<file path="config.mk">
export PLATFORM = sky130hd
export DESIGN_NAME = wdt_escalate
export DESIGN_NICKNAME = d
export VERILOG_FILES = /design/src/rtl/wdt_pkg.sv /design/src/rtl/wdt_regs.sv /design/src/rtl/wdt_counter.sv /design/src/rtl/wdt_fsm.sv /design/src/rtl/wdt_escalate.sv
export SDC_FILE = /design/constraint.sdc
export NUM_CORES = 1
export LEC_CHECK = 0
export ABC_AREA = 1
export BUFFER_PORTS_ARGS = -buffer_cell sky130_fd_sc_hd__buf_2
export CORE_MARGIN = 3
export CORE_UTILIZATION = 44
export DETAILED_ROUTE_END_ITERATION = 8
export PLACE_DENSITY = 0.65
export REMOVE_ABC_BUFFERS = 1
export SYNTH_ARGS = -nofsm -noshare
export SYNTH_HDL_FRONTEND = slang
export SYNTH_SLANG_ARGS = --single-unit
</file>
<file path="constraint.sdc">
create_clock -name clk -period 5.5 [get_ports clk]
set_clock_uncertainty 0.1 [all_clocks]
set_input_delay 0.55 -clock clk [delete_from_list [all_inputs] [get_ports clk]]
set_output_delay 0.55 -clock clk [all_outputs]
set_load 0.02 [all_outputs]
</file>
<file path="src/rtl/wdt_pkg.sv">
package wdt_pkg;
    typedef enum logic [1:0] {
        WD_IDLE,
        WD_ARMED,
        WD_PENDING,
        WD_RESET
    } wd_state_t;

    localparam int REG_AW = 3;

    localparam logic [REG_AW-1:0] A_RELOAD = 3'd0;
    localparam logic [REG_AW-1:0] A_COUNT  = 3'd1;
    localparam logic [REG_AW-1:0] A_CTRL   = 3'd2;
    localparam logic [REG_AW-1:0] A_CLEAR  = 3'd3;
    localparam logic [REG_AW-1:0] A_LOCK   = 3'd4;
    localparam logic [REG_AW-1:0] A_STATUS = 3'd5;

    localparam int B_EN  = 0;
    localparam int B_RES = 1;
    localparam int B_NMI = 2;
endpackage

</file>
<file path="src/rtl/wdt_regs.sv">
module wdt_regs
    import wdt_pkg::*;
#(
    parameter int          W   = 32,
    parameter logic [W-1:0] KEY = 32'h1ACCE551
) (
    input  logic              clk,
    input  logic              rst_n,
    input  logic              wr_en,
    input  logic [REG_AW-1:0] addr,
    input  logic [W-1:0]      wdata,
    output logic [W-1:0]      load_q,
    output logic              inten_q,
    output logic              resen_q,
    output logic              nmisel_q,
    output logic              locked_q,
    output logic              load_wr_ok,
    output logic              iclr_wr
);
    logic ctrl_wr_ok;
    logic lock_wr;

    always_comb begin
        load_wr_ok = wr_en && (addr == A_RELOAD) && !locked_q;
        ctrl_wr_ok = wr_en && (addr == A_CTRL) && !locked_q;
        iclr_wr    = wr_en && (addr == A_CLEAR);
        lock_wr    = wr_en && (addr == A_LOCK);
    end

    always_ff @(posedge clk or negedge rst_n) begin
        if (!rst_n) begin
            load_q   <= '1;
            inten_q  <= 1'b0;
            resen_q  <= 1'b0;
            nmisel_q <= 1'b0;
            locked_q <= 1'b0;
        end else begin
            if (load_wr_ok) load_q <= wdata;
            if (ctrl_wr_ok) begin
                inten_q  <= inten_q | wdata[B_EN];
                resen_q  <= wdata[B_RES];
                nmisel_q <= wdata[B_NMI];
            end
            if (lock_wr) locked_q <= (wdata != KEY);
        end
    end
endmodule

</file>
<file path="src/rtl/wdt_counter.sv">
module wdt_counter #(
    parameter int W = 32
) (
    input  logic         clk,
    input  logic         rst_n,
    input  logic         load_now,
    input  logic [W-1:0] load_val,
    input  logic         dec,
    output logic [W-1:0] cnt_q,
    output logic         zero
);
    always_ff @(posedge clk or negedge rst_n) begin
        if (!rst_n)        cnt_q <= '1;
        else if (load_now) cnt_q <= load_val;
        else if (dec)      cnt_q <= cnt_q - 1'b1;
    end

    assign zero = (cnt_q == '0);
endmodule

</file>
<file path="src/rtl/wdt_fsm.sv">
module wdt_fsm
    import wdt_pkg::*;
(
    input  logic      clk,
    input  logic      rst_n,
    input  logic      inten,
    input  logic      resen,
    input  logic      zero,
    input  logic      iclr,
    input  logic      load_wr,
    output wd_state_t state,
    output logic      run,
    output logic      timeout,
    output logic      pending,
    output logic      rst_req
);
    wd_state_t nxt;

    always_ff @(posedge clk or negedge rst_n) begin
        if (!rst_n) state <= WD_IDLE;
        else        state <= nxt;
    end

    always_comb begin
        run     = (state == WD_ARMED) || (state == WD_PENDING);
        timeout = run && zero && !load_wr && !iclr;
        nxt     = state;
        unique case (state)
            WD_IDLE:    if (inten) nxt = WD_ARMED;
            WD_ARMED:   if (timeout) nxt = WD_PENDING;
            WD_PENDING: begin
                if (iclr)                  nxt = WD_ARMED;
                else if (timeout && resen) nxt = WD_RESET;
            end
            WD_RESET:   nxt = WD_RESET;
            default:    nxt = WD_IDLE;
        endcase
    end

    always_comb begin
        pending = (state == WD_PENDING) || (state == WD_RESET);
        rst_req = (state == WD_RESET);
    end
endmodule

</file>
<file path="src/rtl/wdt_escalate.sv">
module wdt_escalate
    import wdt_pkg::*;
#(
    parameter int           W   = 32,
    parameter logic [W-1:0] KEY = 32'h1ACCE551
) (
    input  logic              clk,
    input  logic              rst_n,
    input  logic              wr_en,
    input  logic [REG_AW-1:0] addr,
    input  logic [W-1:0]      wdata,
    output logic [W-1:0]      rdata,
    output logic              irq_o,
    output logic              nmi_o,
    output logic              rst_req_o
);
    logic [W-1:0] load_q;
    logic [W-1:0] cnt_q;
    logic inten_q, resen_q, nmisel_q, locked_q;
    logic load_wr_ok, iclr_wr;
    logic zero, run, timeout, pending, rst_req;
    logic load_now;
    logic [W-1:0] load_val;
    wd_state_t state;

    wdt_regs #(.W(W), .KEY(KEY)) u_regs (
        .clk(clk), .rst_n(rst_n), .wr_en(wr_en), .addr(addr), .wdata(wdata),
        .load_q(load_q), .inten_q(inten_q), .resen_q(resen_q),
        .nmisel_q(nmisel_q), .locked_q(locked_q),
        .load_wr_ok(load_wr_ok), .iclr_wr(iclr_wr)
    );

    assign load_now = load_wr_ok || iclr_wr || timeout;
    assign load_val = load_wr_ok ? wdata : load_q;

    wdt_counter #(.W(W)) u_cnt (
        .clk(clk), .rst_n(rst_n), .load_now(load_now), .load_val(load_val),
        .dec(run && !zero), .cnt_q(cnt_q), .zero(zero)
    );

    wdt_fsm u_fsm (
        .clk(clk), .rst_n(rst_n), .inten(inten_q), .resen(resen_q),
        .zero(zero), .iclr(iclr_wr), .load_wr(load_wr_ok),
        .state(state), .run(run), .timeout(timeout),
        .pending(pending), .rst_req(rst_req)
    );

    always_comb begin
        rdata = '0;
        unique case (addr)
            A_RELOAD: rdata = load_q;
            A_COUNT:  rdata = cnt_q;
            A_CTRL:   begin
                rdata[B_EN]  = inten_q;
                rdata[B_RES] = resen_q;
                rdata[B_NMI] = nmisel_q;
            end
            A_LOCK:   rdata[0] = locked_q;
            A_STATUS: begin
                rdata[0] = pending;
                rdata[1] = rst_req;
            end
            default:  rdata = '0;
        endcase
    end

    assign irq_o     = pending && !nmisel_q;
    assign nmi_o     = pending && nmisel_q;
    assign rst_req_o = rst_req;
endmodule

</file>
==> flow_metrics.py, run 1 <==
metrics = {
    "routing": {
        "via_count": 4654,
        "drc_errors": 0,
        "final_antenna_net_count": 0,
        "wl_per_cell_um": 13.8,
        "drt_iter0_drc": 232,
        "finalWirelength_um": 12700,
        "drt-vias-per-instance": 5.06,
        "first_pass_iters": 5,
    },
    "layout": {
        "fin_area_um2": 5520,
        "nNetsFinal": 824,
        "drive_gt1_share_pct": 23.9,
        "final_cell_mix": "nand2_1, inv_1, buf_2, nor2_1, dfstp_2",
        "n_antenna_cell": 0,
        "final_common_cell": "nand2_1",
        "area_growth_pct": 13.9,
    },
    "global_routing": {
        "grt_pass1_wl_um": 21500,
        "antenna_found_initial": 0,
        "grt_pass1_vias": 4526,
        "grt_overflow": 0,
        "grt_max_degree": 71,
        "grt_util_all_layers_pct": 21.0,
    },
    "cts": {
        "insertion_delay_ps": 350,
        "clock_sinks": 70,
        "postCtsSetupRepairBufs": 0,
        "ctsResizeCount": 0,
        "root_buffer": "clkbuf_8",
        "cts_buffers": 9,
        "cts_tree": "yes",
        "clk_pin_slew_ps": 80,
        "ctsHoldBuffers": 0,
        "max-clock-path-buffers": 2,
        "htree_levels": 3,
    },
    "setup_path": {
        "critPathKind": "reg2reg",
        "cp.required_ps": 5670,
        "worstSetupEndpointType": "register",
        "path_max_fanout": 29,
        "critPathArrivalTime_ps": 3020,
        "start_kind": "register",
    },
    "sta": {
        "slew_violations": 0,
        "setup_violations": 0,
        "rsz0062_at_grt": "no",
        "tns_ps": 0,
        "timing.final.crit_share_pct": 51.7,
        "hold_viol": 0,
        "tightestPinTransition_ps": 907,
        "min_period_ps": 2850,
        "relSlewSlack_pct": 39.6,
        "hold_ws_ps": 336,
        "fmax_mhz": 351,
    },
    "placement": {
        "io_buffers": 72,
        "dp_hpwl_um": 9170,
        "routabilityCongestion": 0.863,
        "place_area_um2": 5260,
    },
    "yosys": {
        "synth-edff-count": 0,
        "async_flop_share_pct": 100,
        "synth-seq-area-share_pct": 37.8,
        "ys_seq_elements": 70,
        "synth_area_um2": 4840,
        "synth.avg_cell_area_um2": 6.78,
        "syn_inst": 715,
        "yosys_warnings": 0,
        "ys.flop_type": "dfstp_2",
        "ys_types": 34,
    },
    "floorplanning": {
        "die-area_um2": 12300,
        "ios": 73,
        "fp-row-count": 37,
        "core_um2": 10500,
        "chipWidth_um": 111,
        "initial_utilization_pct": 46.1,
        "die_h_um": 111,
    },
    "pwr": {
        "p_per_area_nw_per_um2": 273,
        "p_leak_uw": 0.00293,
        "peakVddDrop_mv": 0.124,
    },
    "worst_hold_path": {
        "hold_class": "in2async",
    },
    "run": {
        "max-cap-violations": 0,
    },
    "outcome": {
        "outcome": "complete, no violations",
    },
}
## critical path, stage by stage (launching register included)
cell and delay, ps:
dfrtp_1 460, inv_1 110, ha_1 330, nand2_1 60, inv_1 50, nand2_1 40
nor2_1 90, nand2_1 100, o21ai_4 630, buf_4 360, inv_4 160, nand2_1 90
nand3_1 60, o21ai_1 120
## power breakdown
part / switching [uW] / total (uW) / leakage (uW) / internal (uW)
registers: 53.4 / 656 / 0.000742 / 602
clock network: 204 / 552 / 0.000130 / 348
logic: 188 / 298 / 0.00206 / 109
## path summary, 6_finish.rpt
path / start / to / slack (ps) / depth (start not counted)
max reg2reg: u_fsm.state[0]$_DFFE_PN0P_ / u_cnt.cnt_q[8]$_DFFE_PN1P_ / 2650 / 13
max: u_fsm.state[0]$_DFFE_PN0P_ / u_cnt.cnt_q[8]$_DFFE_PN1P_ / 2650 / 13
min: rst_n / u_fsm.state[0]$_DFFE_PN0P_ / 340 / 2
max in group asynchronous: rst_n / u_regs.inten_q$_DFFE_PN0P_ / 4400 / 2
min reg2reg: u_regs.inten_q$_DFFE_PN0P_ / u_regs.inten_q$_DFFE_PN0P_ / 380 / 2
min in group clk: wdata[21] / u_regs.load_q[21]$_DFF_PN1_ / 360 / 3
## layer usage
layer,vias to the layer above,share of wire (%),track usage [%]
met2,111,49,35.7
met1,2169,46,27.5
met4,0,1.4,5.99
met5,-,0,0
li1,2360,-,-
met3,14,4.4,3.71
## metrics by stage
| stage | setup slack [ps] | std cells | utilization, % | total power, uW |
|---|---|---|---|---|
| floorplan | 1750 | 690 | - | 856 |
| global placement | 2680 | 904 | 50.0 | 951 |
| detailed placement | 2580 | 904 | 50.0 | 961 |
| CTS | 2630 | 920 | 52.5 | 1520 |
| global route | 2370 | 920 | 52.5 | 1590 |
| finish | 2650 | 920 | 52.5 | 1510 |
## cells in the mapped netlist, drive strengths merged (4+ instances only)
cell | number | area share [%]
dfrtp | 6 | 3.1
nor2 | 76 | 6.9
buf | 17 | 2.7
a21oi | 13 | 1.3
nand3 | 50 | 5.7
nor4 | 4 | 0.52
o22ai | 30 | 3.9
inv | 132 | 10
xor2 | 9 | 1.6
o21ai | 65 | 7.1
ha | 7 | 1.8
clkbuf | 8 | 0.83
dfstp | 64 | 35
nand2 | 221 | 18
nand4 | 6 | 0.77
## cell families after synthesis
logic type,share of synthesized area (%)
adder cells (fa/ha/maj),1.81
XOR/XNOR,1.81
buffers and inverters,13.8
multiplexers,0.232
AO/OA/AOI/OAI,13.0
flip-flops,37.8
AND/OR/NAND/NOR,31.5
## sequential cells by signal (all words and copies together), names as in the netlist
signal / count
u_regs.resen_q: 1
u_regs.load_q: 32
u_regs.nmisel_q: 1
u_regs.locked_q: 1
u_regs.inten_q: 1
u_fsm.state: 2
u_cnt.cnt_q: 32
## final cells by class
type | count | area (um2)
multi-input cells | 488 | 2350
clock buffers | 10 | 128
fillers | 1034 | 4990
repair buffers | 78 | 405
inverters | 132 | 498
clock inverters | 6 | 134
well taps | 136 | 170
flip-flops and latches | 70 | 1830
Note: power is estimated with default switching activity, not from simulation.
==> run 2, diff against run 1 <==
==> constraint.sdc (replaced) <==
create_clock -name clk -period 2.7 [get_ports clk]
set_clock_uncertainty 0.1 [all_clocks]
set_input_delay 0.27 -clock clk [delete_from_list [all_inputs] [get_ports clk]]
set_output_delay 0.27 -clock clk [all_outputs]
set_load 0.02 [all_outputs]
==> run 2 against run 1 <==
First-iteration DRC count increased by 1.3%; sequential power increased by 100%; fmax increased by 25%; cell count increased by 0.87%; routed wire length increased by 2.5%; clock-buffer cell count increased by 1; core utilization increased by 0.56 points; clock power increased by 79%; worst setup slack got worse by 2200 ps; sequential share of layout area decreased by 0.35 points; register-to-register slack got worse by 2200 ps; critical path depth decreased by 1; critical endpoint is now u_cnt.cnt_q[13]$_DFFE_PN1P_; largest cell class unchanged.
==> flow_metrics.py, run 2 (same netlist as run 1, synthesis figures left out) <==
metrics = {
    "outcome": {
        "outcome": "complete, no violations",
    },
    "run": {
        "max-cap-violations": 0,
    },
    "cts": {
        "clock_sinks": 70,
        "clk_pin_slew_ps": 80,
        "max-clock-path-buffers": 2,
        "postCtsSetupRepairBufs": 0,
        "insertion_delay_ps": 350,
        "htree_levels": 3,
        "cts_tree": "yes",
        "cts_buffers": 9,
        "root_buffer": "clkbuf_8",
    },
    "floorplanning": {
        "die_h_um": 111,
        "ios": 73,
        "initial_utilization_pct": 46.1,
        "die-area_um2": 12300,
        "fp-row-count": 37,
        "core_um2": 10500,
        "chipWidth_um": 111,
    },
    "routing": {
        "drt_iter0_drc": 235,
        "final_antenna_net_count": 0,
        "first_pass_iters": 5,
        "drc_errors": 0,
        "via_count": 4777,
        "drt-vias-per-instance": 5.15,
        "wl_per_cell_um": 14.0,
        "finalWirelength_um": 13000,
    },
    "global_routing": {
        "grt_pass1_wl_um": 22200,
        "gr-max-usage-layer": "met2",
        "antenna_found_initial": 0,
        "grt_use_met3_pct": 3.77,
        "grt_overflow": 0,
        "grt_util_all_layers_pct": 21.7,
        "grt_pass1_vias": 4844,
        "use_met2_pct": 37.4,
        "grt_use_met1_pct": 27.0,
        "grt_max_degree": 36,
    },
    "sta": {
        "slew_violations": 0,
        "hold_ws_ps": 73.8,
        "setup_violations": 0,
        "rsz0062_at_grt": "no",
        "relSlewSlack_pct": 55.2,
        "tns_ps": 0,
        "min_period_ps": 2280,
        "hold_viol": 0,
        "tightestPinTransition_ps": 666,
        "fmax_mhz": 438,
        "timing.final.crit_share_pct": 84.6,
    },
    "setup_path": {
        "r2r_start": "u_fsm.state[1]$_DFFE_PN0P_",
        "startpoint": "u_fsm.state[1]$_DFFE_PN0P_",
        "r2r_end": "u_cnt.cnt_q[13]$_DFFE_PN1P_",
        "ff2ff_path_depth": 12,
        "cp-endpoint": "u_cnt.cnt_q[13]$_DFFE_PN1P_",
        "path_max_fanout": 21,
        "worstSetupEndpointType": "register",
        "critPathArrivalTime_ps": 2450,
        "rrSetupSlack_ps": 420,
        "critPathKind": "reg2reg",
        "start_kind": "register",
        "cp.required_ps": 2870,
    },
    "worst_hold_path": {
        "hold_class": "in2reg",
        "min-delay-start": "wdata[1]",
    },
    "layout": {
        "final_cell_mix": "nand2_1, inv_1, buf_2, nor2_1, dfstp_2",
        "drive_gt1_share_pct": 24.6,
        "nFillCells": 1100,
        "n_antenna_cell": 0,
        "final_common_cell": "nand2_1",
        "nNetsFinal": 832,
        "top_regs": "u_cnt.cnt_q (32), u_regs.load_q (32), u_fsm.state (2)",
        "final_cells": 928,
        "area_growth_pct": 15.1,
    },
    "pwr": {
        "peakVddDrop_mv": 0.323,
        "p_per_area_nw_per_um2": 527,
        "p_leak_uw": 0.00296,
        "power_uw": 2940,
    },
    "placement": {
        "dp.cells": 911,
        "routabilityCongestion": 0.914,
        "io_buffers": 72,
        "dp_hpwl_um": 9910,
    },
}
## run 2: cell types whose count changed in the layout (fill, tap and decap cells not counted), sizes merged
| cell | change |
|---|---|
| buf | +7 |
| bufinv | -2 |
| clkbuf | +1 |
| clkinvlp | +1 |
| dlygate4sd3 | +1 |
## run 2: worst min path at each step
stage                                 endpoint  slack, ps  cells after the start
finish              u_regs.resen_q$_DFFE_PN0P_         70                      2
global route        u_regs.resen_q$_DFFE_PN0P_         70                      2
CTS                 u_regs.resen_q$_DFFE_PN0P_         60                      2
detailed placement  u_fsm.state[0]$_DFFE_PN0P_        230                      1
global placement    u_fsm.state[0]$_DFFE_PN0P_        230                      1
floorplan           u_fsm.state[0]$_DFFE_PN0P_       -130                      0
## run 2: report_power, final
group          total [uW]  switching, uW  internal (uW)
Sequential           1340            114           1230
Combinational         613            383            229
Clock                 988            417            571
Total                2940            914           2030
## run 2: worst max-delay path, stage by stage (launching register included)
cell	delay, ps
dfrtp_1	440
inv_1	110
ha_1	320
nand2_1	60
inv_1	40
nand2_1	40
nor2_1	90
nand2_1	100
o21ai_4	390
inv_4	220
nand2_1	110
nand3_1	70
o21ai_1	120
## run 2: timing repair
item	4_1_cts	5_1_grt
hold endpoints to repair	5	0
resized for setup	0	0
hold buffers	1	0
## run 2: routing by layer
layer,vias up,share of wire [%]
li1,2380,-
met4,0,1.8
met1,2232,44
met2,142,49
met5,-,0
met3,23,5.5
## run 2: layout make-up
cell class,instances,area [um2],area share [%]
Sequential cell,70,1830,32.8
Clock buffer,11,151,2.71
Timing Repair Buffer,86,493,8.84
Inverter,132,498,8.93
Clock inverter,5,81.3,1.46
Tap cell,136,170,3.05
Multi-Input combinational cell,488,2350,42.2
## run 2: stage by stage
step / utilization (%) / setup slack [ps] / area [um2]
6_report: 53.1 / 415 / 5580
5_1_grt: 53.1 / 158 / 5580
4_1_cts: 53.1 / 402 / 5580
3_5_place_dp: 50.8 / 431 / 5330
3_3_place_gp: 50.8 / 547 / 5330
2_1_floorplan: - / -771 / 4670
